$ cat src/rtl/ppg_pkg.sv
package ppg_pkg;
  typedef enum logic [1:0] {
    MODE_SPLIT  = 2'b00,
    MODE_WIDE   = 2'b01,
    MODE_PRESC  = 2'b10,
    MODE_SPLIT2 = 2'b11
  } ppg_mode_e;

  localparam int unsigned REG_CNT   = 5;
  localparam int unsigned ADDR_CLR  = 4;
endpackage

$ cat src/rtl/ppg_tick_gen.sv
module ppg_tick_gen #(
  parameter int unsigned DIV_W = 4
) (
  input  logic       clk,
  input  logic       rst_n,
  input  logic [2:0] sel,
  input  logic       slow_in,
  output logic       tick
);
  localparam int unsigned SLOW_SEL = DIV_W + 1;

  logic [DIV_W-1:0] div_q;
  logic [2:0]       sync_q;
  logic [DIV_W-1:0] mask;
  logic             slow_pulse;

  always_ff @(posedge clk or negedge rst_n) begin
    if (!rst_n) begin
      div_q  <= '0;
      sync_q <= '0;
    end else begin
      div_q  <= div_q + 1'b1;
      sync_q <= {sync_q[1:0], slow_in};
    end
  end

  assign slow_pulse = sync_q[1] & ~sync_q[2];
  assign mask       = ~({DIV_W{1'b1}} << sel);

  always_comb begin
    if (32'(sel) >= SLOW_SEL) tick = slow_pulse;
    else                      tick = ((div_q & mask) == mask);
  end
endmodule

$ cat src/rtl/ppg_core.sv
module ppg_core #(
  parameter int unsigned W = 8
) (
  input  logic         clk,
  input  logic         rst_n,
  input  logic         run,
  input  logic         tick,
  input  logic [W-1:0] low_val,
  input  logic [W-1:0] high_val,
  output logic         level,
  output logic         tc,
  output logic         wrap
);
  logic [W-1:0] cnt_q;
  logic         phase_q;

  always_ff @(posedge clk or negedge rst_n) begin
    if (!rst_n) begin
      cnt_q   <= '0;
      phase_q <= 1'b0;
    end else if (!run) begin
      cnt_q   <= low_val;
      phase_q <= 1'b0;
    end else if (tick) begin
      if (cnt_q == '0) begin
        phase_q <= ~phase_q;
        cnt_q   <= phase_q ? low_val : high_val;
      end else begin
        cnt_q <= cnt_q - 1'b1;
      end
    end
  end

  assign level = phase_q;
  assign tc    = run & tick & (cnt_q == '0);
  assign wrap  = tc & phase_q;
endmodule

$ cat src/rtl/pulse_pair_gen.sv
module pulse_pair_gen
  import ppg_pkg::*;
#(
  parameter int unsigned CH_W  = 8,
  parameter int unsigned DIV_W = 4
) (
  input  logic            clk,
  input  logic            rst_n,
  input  logic            wr_en,
  input  logic [2:0]      wr_addr,
  input  logic [CH_W-1:0] wr_data,
  input  logic            run_en,
  input  logic [1:0]      op_mode,
  input  logic [2:0]      tick_sel,
  input  logic            slow_tick,
  input  logic            idle_level,
  input  logic            irq_en,
  output logic            pulse_a,
  output logic            pulse_b,
  output logic            irq
);
  localparam int unsigned WIDE_W = 2 * CH_W;

  logic [CH_W-1:0] width_q [4];
  logic            flag_q;
  logic            tick;
  logic            is_wide, is_presc;
  logic            run_ch, run_wide;
  logic            lvl_a, lvl_b, lvl_w;
  logic            tc_a, tc_b, tc_w;
  logic            wrap_a, wrap_b, wrap_w;
  logic [CH_W-1:0] a_high;
  logic            b_tick;
  logic            end_period;
  logic            clr_hit;

  assign is_wide  = (ppg_mode_e'(op_mode) == MODE_WIDE);
  assign is_presc = (ppg_mode_e'(op_mode) == MODE_PRESC);
  assign run_ch   = run_en & ~is_wide;
  assign run_wide = run_en & is_wide;

  genvar gi;
  generate
    for (gi = 0; gi < 4; gi++) begin : g_reg
      always_ff @(posedge clk or negedge rst_n) begin
        if (!rst_n)                                   width_q[gi] <= '0;
        else if (wr_en && (32'(wr_addr) == gi))       width_q[gi] <= wr_data;
      end
    end
  endgenerate

  ppg_tick_gen #(.DIV_W(DIV_W)) u_tick (
    .clk(clk), .rst_n(rst_n), .sel(tick_sel), .slow_in(slow_tick), .tick(tick)
  );

  assign a_high = is_presc ? width_q[0] : width_q[1];
  assign b_tick = is_presc ? tc_a : tick;

  ppg_core #(.W(CH_W)) u_ch_a (
    .clk(clk), .rst_n(rst_n), .run(run_ch), .tick(tick),
    .low_val(width_q[0]), .high_val(a_high),
    .level(lvl_a), .tc(tc_a), .wrap(wrap_a)
  );

  ppg_core #(.W(CH_W)) u_ch_b (
    .clk(clk), .rst_n(rst_n), .run(run_ch), .tick(b_tick),
    .low_val(width_q[2]), .high_val(width_q[3]),
    .level(lvl_b), .tc(tc_b), .wrap(wrap_b)
  );

  ppg_core #(.W(WIDE_W)) u_wide (
    .clk(clk), .rst_n(rst_n), .run(run_wide), .tick(tick),
    .low_val({width_q[2], width_q[0]}), .high_val({width_q[3], width_q[1]}),
    .level(lvl_w), .tc(tc_w), .wrap(wrap_w)
  );

  assign end_period = is_wide ? wrap_w : wrap_b;
  assign clr_hit    = wr_en && (32'(wr_addr) == ADDR_CLR) && wr_data[0];

  always_ff @(posedge clk or negedge rst_n) begin
    if (!rst_n)          flag_q <= 1'b0;
    else if (end_period) flag_q <= 1'b1;
    else if (clr_hit)    flag_q <= 1'b0;
  end

  always_comb begin
    pulse_a = idle_level;
    pulse_b = idle_level;
    if (run_en) begin
      pulse_a = (is_wide | is_presc) ? idle_level : lvl_a;
      pulse_b = is_wide ? lvl_w : lvl_b;
    end
  end

  assign irq = flag_q & irq_en;

  logic unused_ok;
  assign unused_ok = ^{tc_b, tc_w, wrap_a};
endmodule

$ cat config.mk
export PLATFORM = sky130hd
export DESIGN_NAME = pulse_pair_gen
export DESIGN_NICKNAME = d
export VERILOG_FILES = /design/src/rtl/ppg_pkg.sv /design/src/rtl/ppg_tick_gen.sv /design/src/rtl/ppg_core.sv /design/src/rtl/pulse_pair_gen.sv
export SDC_FILE = /design/constraint.sdc
export NUM_CORES = 1
export LEC_CHECK = 0
export BUFFER_PORTS_ARGS = -buffer_cell sky130_fd_sc_hd__buf_2
export CAP_MARGIN = 10
export CORE_UTILIZATION = 50
export CTS_BUF_LIST = sky130_fd_sc_hd__clkbuf_16
export CTS_CLUSTER_SIZE = 20
export DETAILED_ROUTE_END_ITERATION = 6
export PLACE_DENSITY = 0.78
export SETUP_SLACK_MARGIN = 0.5
export SKIP_CTS_REPAIR_TIMING = 1
export SYNTH_ARGS = -nofsm -noshare
export SYNTH_HDL_FRONTEND = slang
export SYNTH_HIERARCHICAL = 1
export SYNTH_SLANG_ARGS = --single-unit
$ cat constraint.sdc
create_clock -name clk -period 6.25 [get_ports clk]
set_input_delay 0.9375 -clock clk [delete_from_list [all_inputs] [get_ports clk]]
set_output_delay 0.9375 -clock clk [all_outputs]
set_load 0.01 [all_outputs]
Yosys cells after proc, flatten, opt, wreduce, memory -nomap -nowiden. Cells that the tools add are included.

Flip-flop bits (word level): 75. Latch bits: 0. Memory bits (writable): 0. Memories kept: 0. Memory bits (read-only): 0. Output and inout bits: 3.

$lt $le $gt $ge: 1. Bitwise logic cells: 20. Divide/modulo/power cells: 0. Multiply operators: 0. Add/subtract/negate cells: 4. Multiplexer cells: 31. Shift operators: 1. Equality and inequality tests: 13. Reductions and logical operators: 14.

Operator list (number): 8-bit two-way mux (9); 16-bit two-way mux (4); 1-bit two-way mux (18); 16-bit zero test (1); 8-bit zero test (2); 16-bit by 1-bit subtractor with 16-bit output, second input constant (1); 8-bit by 1-bit subtractor with 8-bit output, second input constant (2); 1-bit AND (12); 2-bit inequality test, second input constant (4); 3-bit by 2-bit equality test with 1-bit output, second input constant (2); 1-bit logical AND (6); 2-bit AND reduction (3); 1-bit NOT (5); 4-bit by 1-bit adder with 4-bit output, second input constant (1); 4-bit AND (1); 4-bit equality test (1); 2-bit by 1-bit inequality test with 1-bit output, second input constant (2); 4-bit NOT (1); 4-bit by 3-bit left shift with 4-bit output, first input constant (1); 3-bit by 1-bit equality test with 1-bit output, second input constant (1); 3-bit equality test, second input constant (1); 3-bit greater-or-equal comparator, second input constant (1); 3-bit zero test (1); 2-bit by 1-bit equality test with 1-bit output, second input constant (1); 3 further kinds (3).

Depth between registers and ports, before layout. Gate-level depths: netlist of run 1.

Depth in word-level cells: 13. Mapped depth: 12.

Hierarchy. Netlist of run 1, hierarchy kept.

Modules (own cells, without submodules): ppg_core (u_wide) (seq. area each 425.4 um2, instances 1, cells an instance 197, area an instance 1540.2 um2); ppg_core (u_ch_a ...) (seq. area each 225.2 um2, instances 2, cells an instance 95, area an instance 768.2 um2); pulse_pair_gen (seq. area each 825.8 um2, instances 1, cells an instance 98, area an instance 1471.4 um2); ppg_tick_gen (seq. area each 175.2 um2, instances 1, cells an instance 21, area an instance 266.5 um2).

Worst setup path before layout of run 1. No wires, ideal clock.

Path type: in2reg. From: in tick_sel[0]. To: reg u_ch_b.cnt_q[7]. Stages on the path: 10. Arrival: 2.867 ns. Slack: 3.242 ns. Cell sequence: nor2_1 o32ai_1 clkbuf_1 nand2_1 nor2_1 mux2_2 clkbuf_1 nand2_1 o31ai_1 a311oi_1.

Longest elaborated chain between the ends: 9.

Ends and longest elaborated chain: start, declared (line pulse_pair_gen.sv:14) `input logic [2:0] tick_sel,`; 4-bit by 3-bit left shift with 4-bit output (line ppg_tick_gen.sv:28) `assign mask = ~({DIV_W{1'b1}} << sel);`; 4-bit NOT (line ppg_tick_gen.sv:28); 4-bit AND (line ppg_tick_gen.sv:32) `else tick = ((div_q & mask) == mask);`; 4-bit equality test (line ppg_tick_gen.sv:32); 1-bit two-way mux * (line ppg_tick_gen.sv:31) `if (32'(sel) >= SLOW_SEL) tick = slow_pulse;`; net tick (line pulse_pair_gen.sv:26) `logic tick;`; 1-bit AND * (2 in a row) (line ppg_core.sv:35) `assign tc = run & tick & (cnt_q == '0);`; net tc_a (line pulse_pair_gen.sv:30) `logic tc_a, tc_b, tc_w;`; 1-bit two-way mux * (line pulse_pair_gen.sv:57) `assign b_tick = is_presc ? tc_a : tick;`; net b_tick (line pulse_pair_gen.sv:33) `logic b_tick;`; 2-bit by 1-bit inequality test with 1-bit output (no source line) *; end signal, assigned (line ppg_core.sv:22) `cnt_q <= low_val;`; end signal, assigned (line ppg_core.sv:27) `cnt_q <= phase_q ? low_val : high_val;`; end signal, assigned (line ppg_core.sv:29) `cnt_q <= cnt_q - 1'b1;`; end, declared (line ppg_core.sv:14) `logic [W-1:0] cnt_q;`.

Mark *: on every way through the listed nets, which the timed path passes. The rest lies on a longest branch. A chain may end at the register's enable or synchronous reset.

Worst setup path in the final report of run 1.
From: in tick_sel[1]. To: reg u_ch_b.cnt_q[0].

Same word-level chain as after synthesis.

==> flow_summary.ini, run 1 <==
[setup_path]
r2r_end = u_ch_b/cnt_q[0]$_DFFE_PN0P_
cp-end-kind = flip-flop
start_kind = input port
critical_path_required_ns = 6.45
cp-startpoint = tick_sel[1]
r2r_slack_ns = 3.54
worstPathMaxFanout = 32
r2r.worst_path.cells = 10
path_class = input port to flip-flop
worstPathArrival_ns = 3.12
crit-reg2reg-launch = u_tick/div_q[0]$_DFF_PN0_
worstSetupEndpoint = u_ch_b/cnt_q[0]$_DFFE_PN0P_

[timing]
clock_skew_ns = 0.00864
maxClockFrequency_ghz = 0.342
finalCriticalPeriod_ns = 2.92
rsz0062_at_grt = no
hold_viol_final = 0
drv_slew = 0
finalSetupViolations = 0
finalSetupTns_ns = 0
fin_crit_sh_pct = 46.8
maxSlewHeadroom_pct = 32.8
worst_pin_slew_ns = 1.01

[clock_network]
clockBufferDepth = 2
cts_buffers = 9
cts_tree = yes
htree_levels = 3
clk_latency_ns = 0.33
clock_sinks = 75
root_buffer = clkbuf_16
clk_pin_slew_ns = 0.06

[worst_hold_path]
worstHoldStart = u_tick/sync_q[0]$_DFF_PN0_
hold_class = flip-flop to flip-flop

[synth]
yosysWarnings = 6
synth_nets = 535
synth_area_per_cell_sq_um = 9.55
syn-instance-count = 503
mappedNetlistArea_sq_mm = 0.00480

[floorplan]
ios = 26
core-area_sq_mm = 0.00928
initial_utilization_pct = 51.7
die_h_um = 100
rows = 35
die_x_um = 100
die-area_sq_mm = 0.0100

[detailed_routing]
avgRoutedWirePerCell_um = 17.9
wl_met1_um = 5200
finalWirelength_um = 11700
highest_layer = met4
dr_wl_met3_um = 696
wl_met2_um = 5490
dr.pass1.iters = 6
drtAntennaViolNets = 0
vias = 4019
drt_iter0_drc = 302
via_per_inst = 6.15
drc = 0

[power_and_ir_drop]
leakagePower_nw = 2.15
power_density_mw_per_mm2 = 305
p_clk_share_pct = 29.1
vdd_ir_drop_max_v = 0.000163
seqPwrFrac_pct = 44.4
switching_share_pct = 35.1
power.switching_w = 0.000566
combPwrFrac_pct = 26.6
internal_power_w = 0.00105

[placement]
dp.cells = 637
place_area_sq_mm = 0.00503
dp_hpwl_um = 8350
port_buffers = 25
gp_congestion = 0.979

[final_layout]
fin_area_sq_mm = 0.00530
finalNetCount = 551
fin_cells = 653
drive_above_1_share_pct = 21.9
diodes = 0
area_growth_pct = 10.4

[global_route]
gr-total-overflow = 0
grt.total_usage_pct = 25.3
grt_start_max_net_pins = 76
grt_pass1_wl_um = 20200
grt_pass1_vias = 4065
antenna_found_initial = 0

[status]
outcome = complete, no violations

[flow_run]
drv_cap = 0
-- placed cells by master, fill, tap and decap left out, drive strengths merged, types with 10 or more instances in the layout --
cell   instances
dfrtp         75
mux2i         15
inv           35
mux2          49
a21oi         22
and2          10
nor2          32
nand2         24
nor2b         17
buf           30
nand3         20
o21ai         55
a31oi         12
-- power groups by stage --
stage / logic (W) / registers [W] / clock network, W
detailed placement: 0.000418 / 0.000720 / 0
CTS: 0.000424 / 0.000713 / 0.000476
global route: 0.000477 / 0.000731 / 0.000496
finish: 0.000429 / 0.000716 / 0.000470
global placement: 0.000406 / 0.000714 / 0
floorplan: 0.000327 / 0.000677 / 0
-- per-stage QoR --
stage	utilization (%)	worst slack [ns]	total power [W]	hold slack, ns
global route	57.1	3.06	0.00170	0.365
detailed placement	54.2	3.05	0.00114	0.354
finish	57.1	3.33	0.00162	0.362
global placement	54.2	3.17	0.00112	0.339
floorplan	-	3.27	0.00100	0.331
CTS	57.1	3.39	0.00161	0.366
-- metal layers --
| layer | vias up | track usage [%] |
|---|---|---|
| li1 | 1869 | - |
| met1 | 1953 | 35.1 |
| met2 | 171 | 40.1 |
| met3 | 26 | 3.76 |
| met4 | 0 | 10.1 |
| met5 | - | 0 |
-- area by class of cell --
class | instances | area (sq um)
Fill cell | 807 | 3980
Multi-Input combinational cell | 371 | 2710
Sequential cell | 75 | 1880
Clock buffer | 9 | 225
Timing Repair Buffer | 30 | 165
Tap cell | 129 | 161
Inverter | 32 | 120
Clock inverter | 7 | 46.3
-- worst min path at each step --
stage,endpoint,slack (ns),depth (start not counted)
after CTS,u_tick/sync_q[1]$_DFF_PN0_,0.37,0
final,u_tick/sync_q[1]$_DFF_PN0_,0.36,0
after floorplan,u_tick/sync_q[1]$_DFF_PN0_,0.33,0
after detailed placement,u_tick/sync_q[1]$_DFF_PN0_,0.35,0
after global placement,u_tick/sync_q[1]$_DFF_PN0_,0.34,0
after global routing,u_tick/sync_q[1]$_DFF_PN0_,0.36,0
-- registers in the layout (all words and copies together), names as in the netlist --
name	count
u_ch_a/cnt_q	8
u_ch_b/cnt_q	8
u_ch_b/level	1
u_wide/level	1
u_wide/cnt_q	16
u_tick/sync_q	3
u_tick/div_q	4
u_ch_a/level	1
width_q	32
flag_q	1
-- worst max-delay path, stage by stage --
cell	delay, ns
buf_2	0.10
nor2_1	0.06
a311oi_1	0.36
o32ai_2	0.14
buf_4	0.25
nand2_1	0.25
nor2_1	0.06
mux2_2	0.34
o22ai_1	0.19
a221oi_1	0.07
o32ai_1	0.35
Note: power is estimated with default switching activity, not from simulation.
==> inputs of run 2 (changes only) <==
- clock period: 6.25 -> 2.85 ns (I/O delays scaled with it)
==> run 2 against run 1 <==
Non-clock buffer count increased by 3. Register-to-register slack worse by 3.0 ns. Flip-flop and latch count unchanged. Critical path depth decreased by 2. Design area rose by 2.1%. Critical path type is now flip-flop to flip-flop. Highest routed layer unchanged.
==> flow_summary.ini, run 2 (synthesis results as in run 1) <==
[floorplan]
die_x_um = 100
core-area_sq_mm = 0.00928
initial_utilization_pct = 51.7
die_h_um = 100
rows = 35
die-area_sq_mm = 0.0100
ios = 26

[clock_network]
htree_levels = 3
clk_pin_slew_ns = 0.06
root_buffer = clkbuf_16
clockBufferDepth = 2
clk_latency_ns = 0.34
clock_sinks = 75
cts_tree = yes
cts_buffers = 9

[detailed_routing]
drt_iter0_drc = 338
vias = 4020
dr.pass1.iters = 5
wl_met2_um = 5790
dr_wl_met3_um = 572
via_per_inst = 6.13
highest_layer = met4
drtAntennaViolNets = 0
avgRoutedWirePerCell_um = 18.6
wl_met1_um = 5410
finalWirelength_um = 12200
drc = 0

[timing]
maxClockFrequency_ghz = 0.435
worst_pin_slew_ns = 0.991
hold_viol_final = 0
maxSlewHeadroom_pct = 33.9
finalSetupTns_ns = 0
fin_crit_sh_pct = 80.7
finalCriticalPeriod_ns = 2.30
clock_skew_ns = 0.00705
rsz0062_at_grt = no
drv_slew = 0
finalSetupViolations = 0

[global_route]
grt_start_max_net_pins = 76
grt_pass1_vias = 3873
grt.total_usage_pct = 25.8
antenna_found_initial = 0
grt_pass1_wl_um = 19900
gr-total-overflow = 0

[setup_path]
start_kind = flip-flop
worstPathMaxFanout = 8
path_cells = nor2b_1 > a311oi_2 > o32ai_2 > nand2_2 > nor2_1 > mux2_4 > o22ai_1 > a221oi_1 > o32ai_1
critPathMaxStageDelay_ns = 0.43
critPathBufInv = 0
critical_path_required_ns = 3.07
cp-startpoint = u_tick/div_q[0]$_DFF_PN0_
crit-reg2reg-launch = u_tick/div_q[0]$_DFF_PN0_
worstPathArrival_ns = 2.52
path_delay_family = compound AO/OA/AOI/OAI gates
cpMaxStageDelayCell = dfrtp_1
path_class = flip-flop to flip-flop
cp-end-kind = flip-flop

[final_layout]
drive_above_1_share_pct = 23.3
multi_input_area_sq_mm = 0.00272
fillCellCount = 791
diodes = 0
final_cell_mix = dfrtp_1 (75), o21ai_0 (49), mux2_2 (48)
finalNetCount = 554
largest_reg_flops = 32
layout_commonest_cell = dfrtp_1
area_growth_pct = 12.8
top_register = width_q
fin_cells = 656
top_regs = width_q: 32 flops, u_wide/cnt_q: 16 flops
ff_latch_area_sq_mm = 0.00188

[power_and_ir_drop]
power_density_mw_per_mm2 = 711
leakagePower_nw = 2.22
vdd_ir_drop_max_v = 0.000360
internal_power_w = 0.00258
p_clk_share_pct = 34.2
switching_share_pct = 33.0
seqPwrFrac_pct = 41.0
power.switching_w = 0.00127
combPwrFrac_pct = 24.8

[worst_hold_path]
worstHoldStart = slow_tick
hold_class = input port to flip-flop

[status]
outcome = complete, no violations

[placement]
gp_congestion = 0.982
port_buffers = 25
dp_hpwl_um = 8350
dp.cells = 639

[flow_run]
drv_cap = 0
[run 2: cell count changes in the layout (fill, tap and decap cells not counted), sizes merged]
cell,change
clkinvlp,-4
buf,+3
bufinv,+3
clkinv,+2
inv,-1
[run 2: power groups by stage]
stage               Combinational, W  Sequential (W)  Clock (W)
floorplan                   0.000718         0.00149          0
global placement            0.000883         0.00156          0
detailed placement          0.000913         0.00158          0
CTS                         0.000932         0.00156    0.00133
global route                 0.00106         0.00161    0.00137
finish                      0.000956         0.00158    0.00132
[run 2: worst paths after layout]
kind / endpoint / slack (ns) / cells past startpoint
worst max-delay path: u_ch_b/cnt_q[0]$_DFFE_PN0P_ / 0.55 / 9
worst min-delay path: u_tick/sync_q[0]$_DFF_PN0_ / 0.19 / 1
max in group asynchronous: width_q[0]$_DFFE_PN0P_ / 1.96 / 1
worst min register to register: u_tick/sync_q[1]$_DFF_PN0_ / 0.36 / 0
min in group asynchronous: width_q[13]$_DFFE_PN0P_ / 0.22 / 1
worst max register to register: u_ch_b/cnt_q[0]$_DFFE_PN0P_ / 0.55 / 9
[run 2: layout make-up]
class / count / area share [%]
Multi-Input combinational cell: 371 / 50.3
Sequential cell: 75 / 34.7
Clock buffer: 9 / 4.16
Timing Repair Buffer: 33 / 3.54
Tap cell: 129 / 2.98
Inverter: 32 / 2.22
Clock inverter: 7 / 2.15
[run 2: stage by stage]
step / instance area (sq um) / total power, W / worst slack [ns] / hold slack [ns] / utilization [%]
after detailed placement: 5040 / 0.00249 / 0.414 / 0.336 / 54.3
final: 5420 / 0.00385 / 0.549 / 0.187 / 58.3
after CTS: 5380 / 0.00382 / 0.387 / 0.184 / 58.0
after global routing: 5420 / 0.00403 / 0.503 / 0.187 / 58.3
after floorplan: 4810 / 0.00220 / 0.507 / 0.132 / -
after global placement: 5040 / 0.00244 / 0.524 / 0.341 / 54.3
[run 2: metal layers]
metal | track usage (%) | vias up
met5 | 0 | -
met4 | 13.5 | 0
met3 | 3.27 | 29
met2 | 41.9 | 146
met1 | 34.0 | 1971
li1 | - | 1874
==> inputs of run 3 (changes only) <==
- ABC_AREA: unset -> 1
- PLACE_DENSITY: 0.78 -> 0.81
- clock period: 2.85 -> 2.1 ns (I/O delays scaled with it)
==> run 3 against run 2 <==
The flow now finishes with violations (hold timing). Count of clock-buffer cells in the layout stayed put. Worst hold slack got worse by 0.22 ns. Largest cell class unchanged. Sequential power grew 28%. Cell count grew 42%.
==> flow_summary.ini, run 3 <==
[status]
outcome = finished with violations
violations = hold timing

[setup_path]
path_cells = inv_2 > ha_4 > nand2_4 > nor2_8 > inv_4 > nor2_2 > mux2_4 > nand2_4 > nor3_2 > inv_1 > nor2_1 > a21oi_1 > nand2_1
crit-reg2reg-launch = u_ch_a/cnt_q[1]$_DFFE_PN0P_
critical_path_required_ns = 2.31
path_class = flip-flop to flip-flop
cp-end-kind = flip-flop
path_delay_family = flip-flops
critPathBufInv = 3
worstPathMaxFanout = 10
cpMaxStageDelayCell = dfrtp_1
crit_top_cell = nand2_4
critPathMaxStageDelay_ns = 0.42
start_kind = flip-flop
worstPathArrival_ns = 2.01
cp-startpoint = u_ch_a/cnt_q[1]$_DFFE_PN0P_

[detailed_routing]
via_per_inst = 5.46
drt_iter0_drc = 557
drc = 0
dr_wl_met3_um = 986
wl_met2_um = 6450
drtAntennaViolNets = 0
avgRoutedWirePerCell_um = 14.8
vias = 5080
highest_layer = met4
finalWirelength_um = 13800
dr.pass1.iters = 5
wl_met1_um = 5970

[timing]
hold_ws_ns = -0.0335
fin_crit_sh_pct = 85.6
maxClockFrequency_ghz = 0.557
finalSetupTns_ns = 0
rsz0062_at_grt = yes
clock_skew_ns = 0.00830
drv_slew = 0
worst_pin_slew_ns = 0.558
hold_viol_final = 40
maxSlewHeadroom_pct = 62.8
finalSetupViolations = 0
finalCriticalPeriod_ns = 1.80

[final_layout]
layout_commonest_cell = nand2_1
finalNetCount = 824
area_growth_pct = 19.8
top_register = width_q
final_cell_mix = nand2_1 (268), inv_1 (92), dfrtp_1 (73)
largest_reg_flops = 32
drive_above_1_share_pct = 21.2
top_regs = width_q: 32 flops, u_wide/cnt_q: 16 flops
diodes = 0

[clock_network]
cts_tree = yes
clockBufferDepth = 2
clk_pin_slew_ns = 0.06
htree_levels = 3
cts_buffers = 9
clock_sinks = 75
clk_latency_ns = 0.33
root_buffer = clkbuf_16

[floorplan]
die_h_um = 104
rows = 36
die_x_um = 104
initial_utilization_pct = 52.3
ios = 26
core-area_sq_mm = 0.00991
die-area_sq_mm = 0.0108

[placement]
gp_congestion = 0.887
dp_hpwl_um = 9220
port_buffers = 25

[global_route]
grt_pass1_wl_um = 21500
grt_start_max_net_pins = 44
antenna_found_initial = 0
grt.total_usage_pct = 24.5
gr-total-overflow = 0
grt_pass1_vias = 4463

[worst_hold_path]
hold_class = input port to async pin

[power_and_ir_drop]
leakagePower_nw = 3.26
switching_share_pct = 37.5
p_clk_share_pct = 30.4
combPwrFrac_pct = 32.7
vdd_ir_drop_max_v = 0.000519
internal_power_w = 0.00345
power.switching_w = 0.00207
seqPwrFrac_pct = 36.9
power_density_mw_per_mm2 = 889

[synth]
mappedNetlistArea_sq_mm = 0.00518
synth_nets = 780
yosysWarnings = 6
syn-instance-count = 748
synth_area_per_cell_sq_um = 6.92

[flow_run]
drv_cap = 0
-- run 3: worst register-to-register path: cells and delay by family, from the launching register on --
family / cells / cell delay (ns)
compound gates: 1 / 0.12
fa+ha+maj: 1 / 0.16
buf+inv: 3 / 0.29
flops: 1 / 0.42
mux: 1 / 0.30
simple gates: 7 / 0.41
-- run 3: power groups by stage --
stage	combinational (W)	clock (W)	sequential, W
2_1_floorplan	0.00132	0	0.00192
3_3_place_gp	0.00159	0	0.00202
3_5_place_dp	0.00161	0	0.00202
4_1_cts	0.00163	0.00171	0.00200
5_1_grt	0.00203	0.00176	0.00206
6_report	0.00180	0.00168	0.00203
-- run 3: routing by layer --
| metal | vias to the layer above | GRT usage [%] |
|---|---|---|
| met5 | - | 0 |
| met4 | 0 | 7.76 |
| met3 | 36 | 3.65 |
| met2 | 210 | 38.8 |
| met1 | 2360 | 34.5 |
| li1 | 2474 | - |
-- run 3: final cells by class --
class | count | area (sq um)
Sequential cell | 75 | 1880
Inverter | 105 | 415
Fill cell | 843 | 3700
Clock buffer | 9 | 225
Clock inverter | 7 | 101
Tap cell | 133 | 166
Multi-Input combinational cell | 545 | 2980
Timing Repair Buffer | 56 | 440
-- run 3: final timing paths --
path	to	slack (ns)	cells after the start
max in group asynchronous	u_wide/cnt_q[4]$_DFFE_PN0P_	1.52	2
min reg2reg	u_tick/sync_q[1]$_DFF_PN0_	0.35	0
max reg2reg	flag_q$_DFFE_PN0P_	0.30	13
min in group clk	u_tick/sync_q[0]$_DFF_PN0_	0.09	1
min	u_wide/cnt_q[11]$_DFFE_PN0P_	-0.03	1
max	flag_q$_DFFE_PN0P_	0.30	13
-- run 3: metrics by stage --
stage | total power, W | setup WS, ns | util, % | area, sq um | cells
2_1_floorplan | 0.00324 | 0.440 | - | 5220 | 748
3_3_place_gp | 0.00361 | 0.254 | 54.7 | 5420 | 892
5_1_grt | 0.00585 | 0.184 | 62.6 | 6200 | 930
3_5_place_dp | 0.00364 | 0.232 | 54.7 | 5420 | 892
4_1_cts | 0.00534 | 0.248 | 58.0 | 5750 | 908
6_report | 0.00552 | 0.303 | 62.6 | 6200 | 930
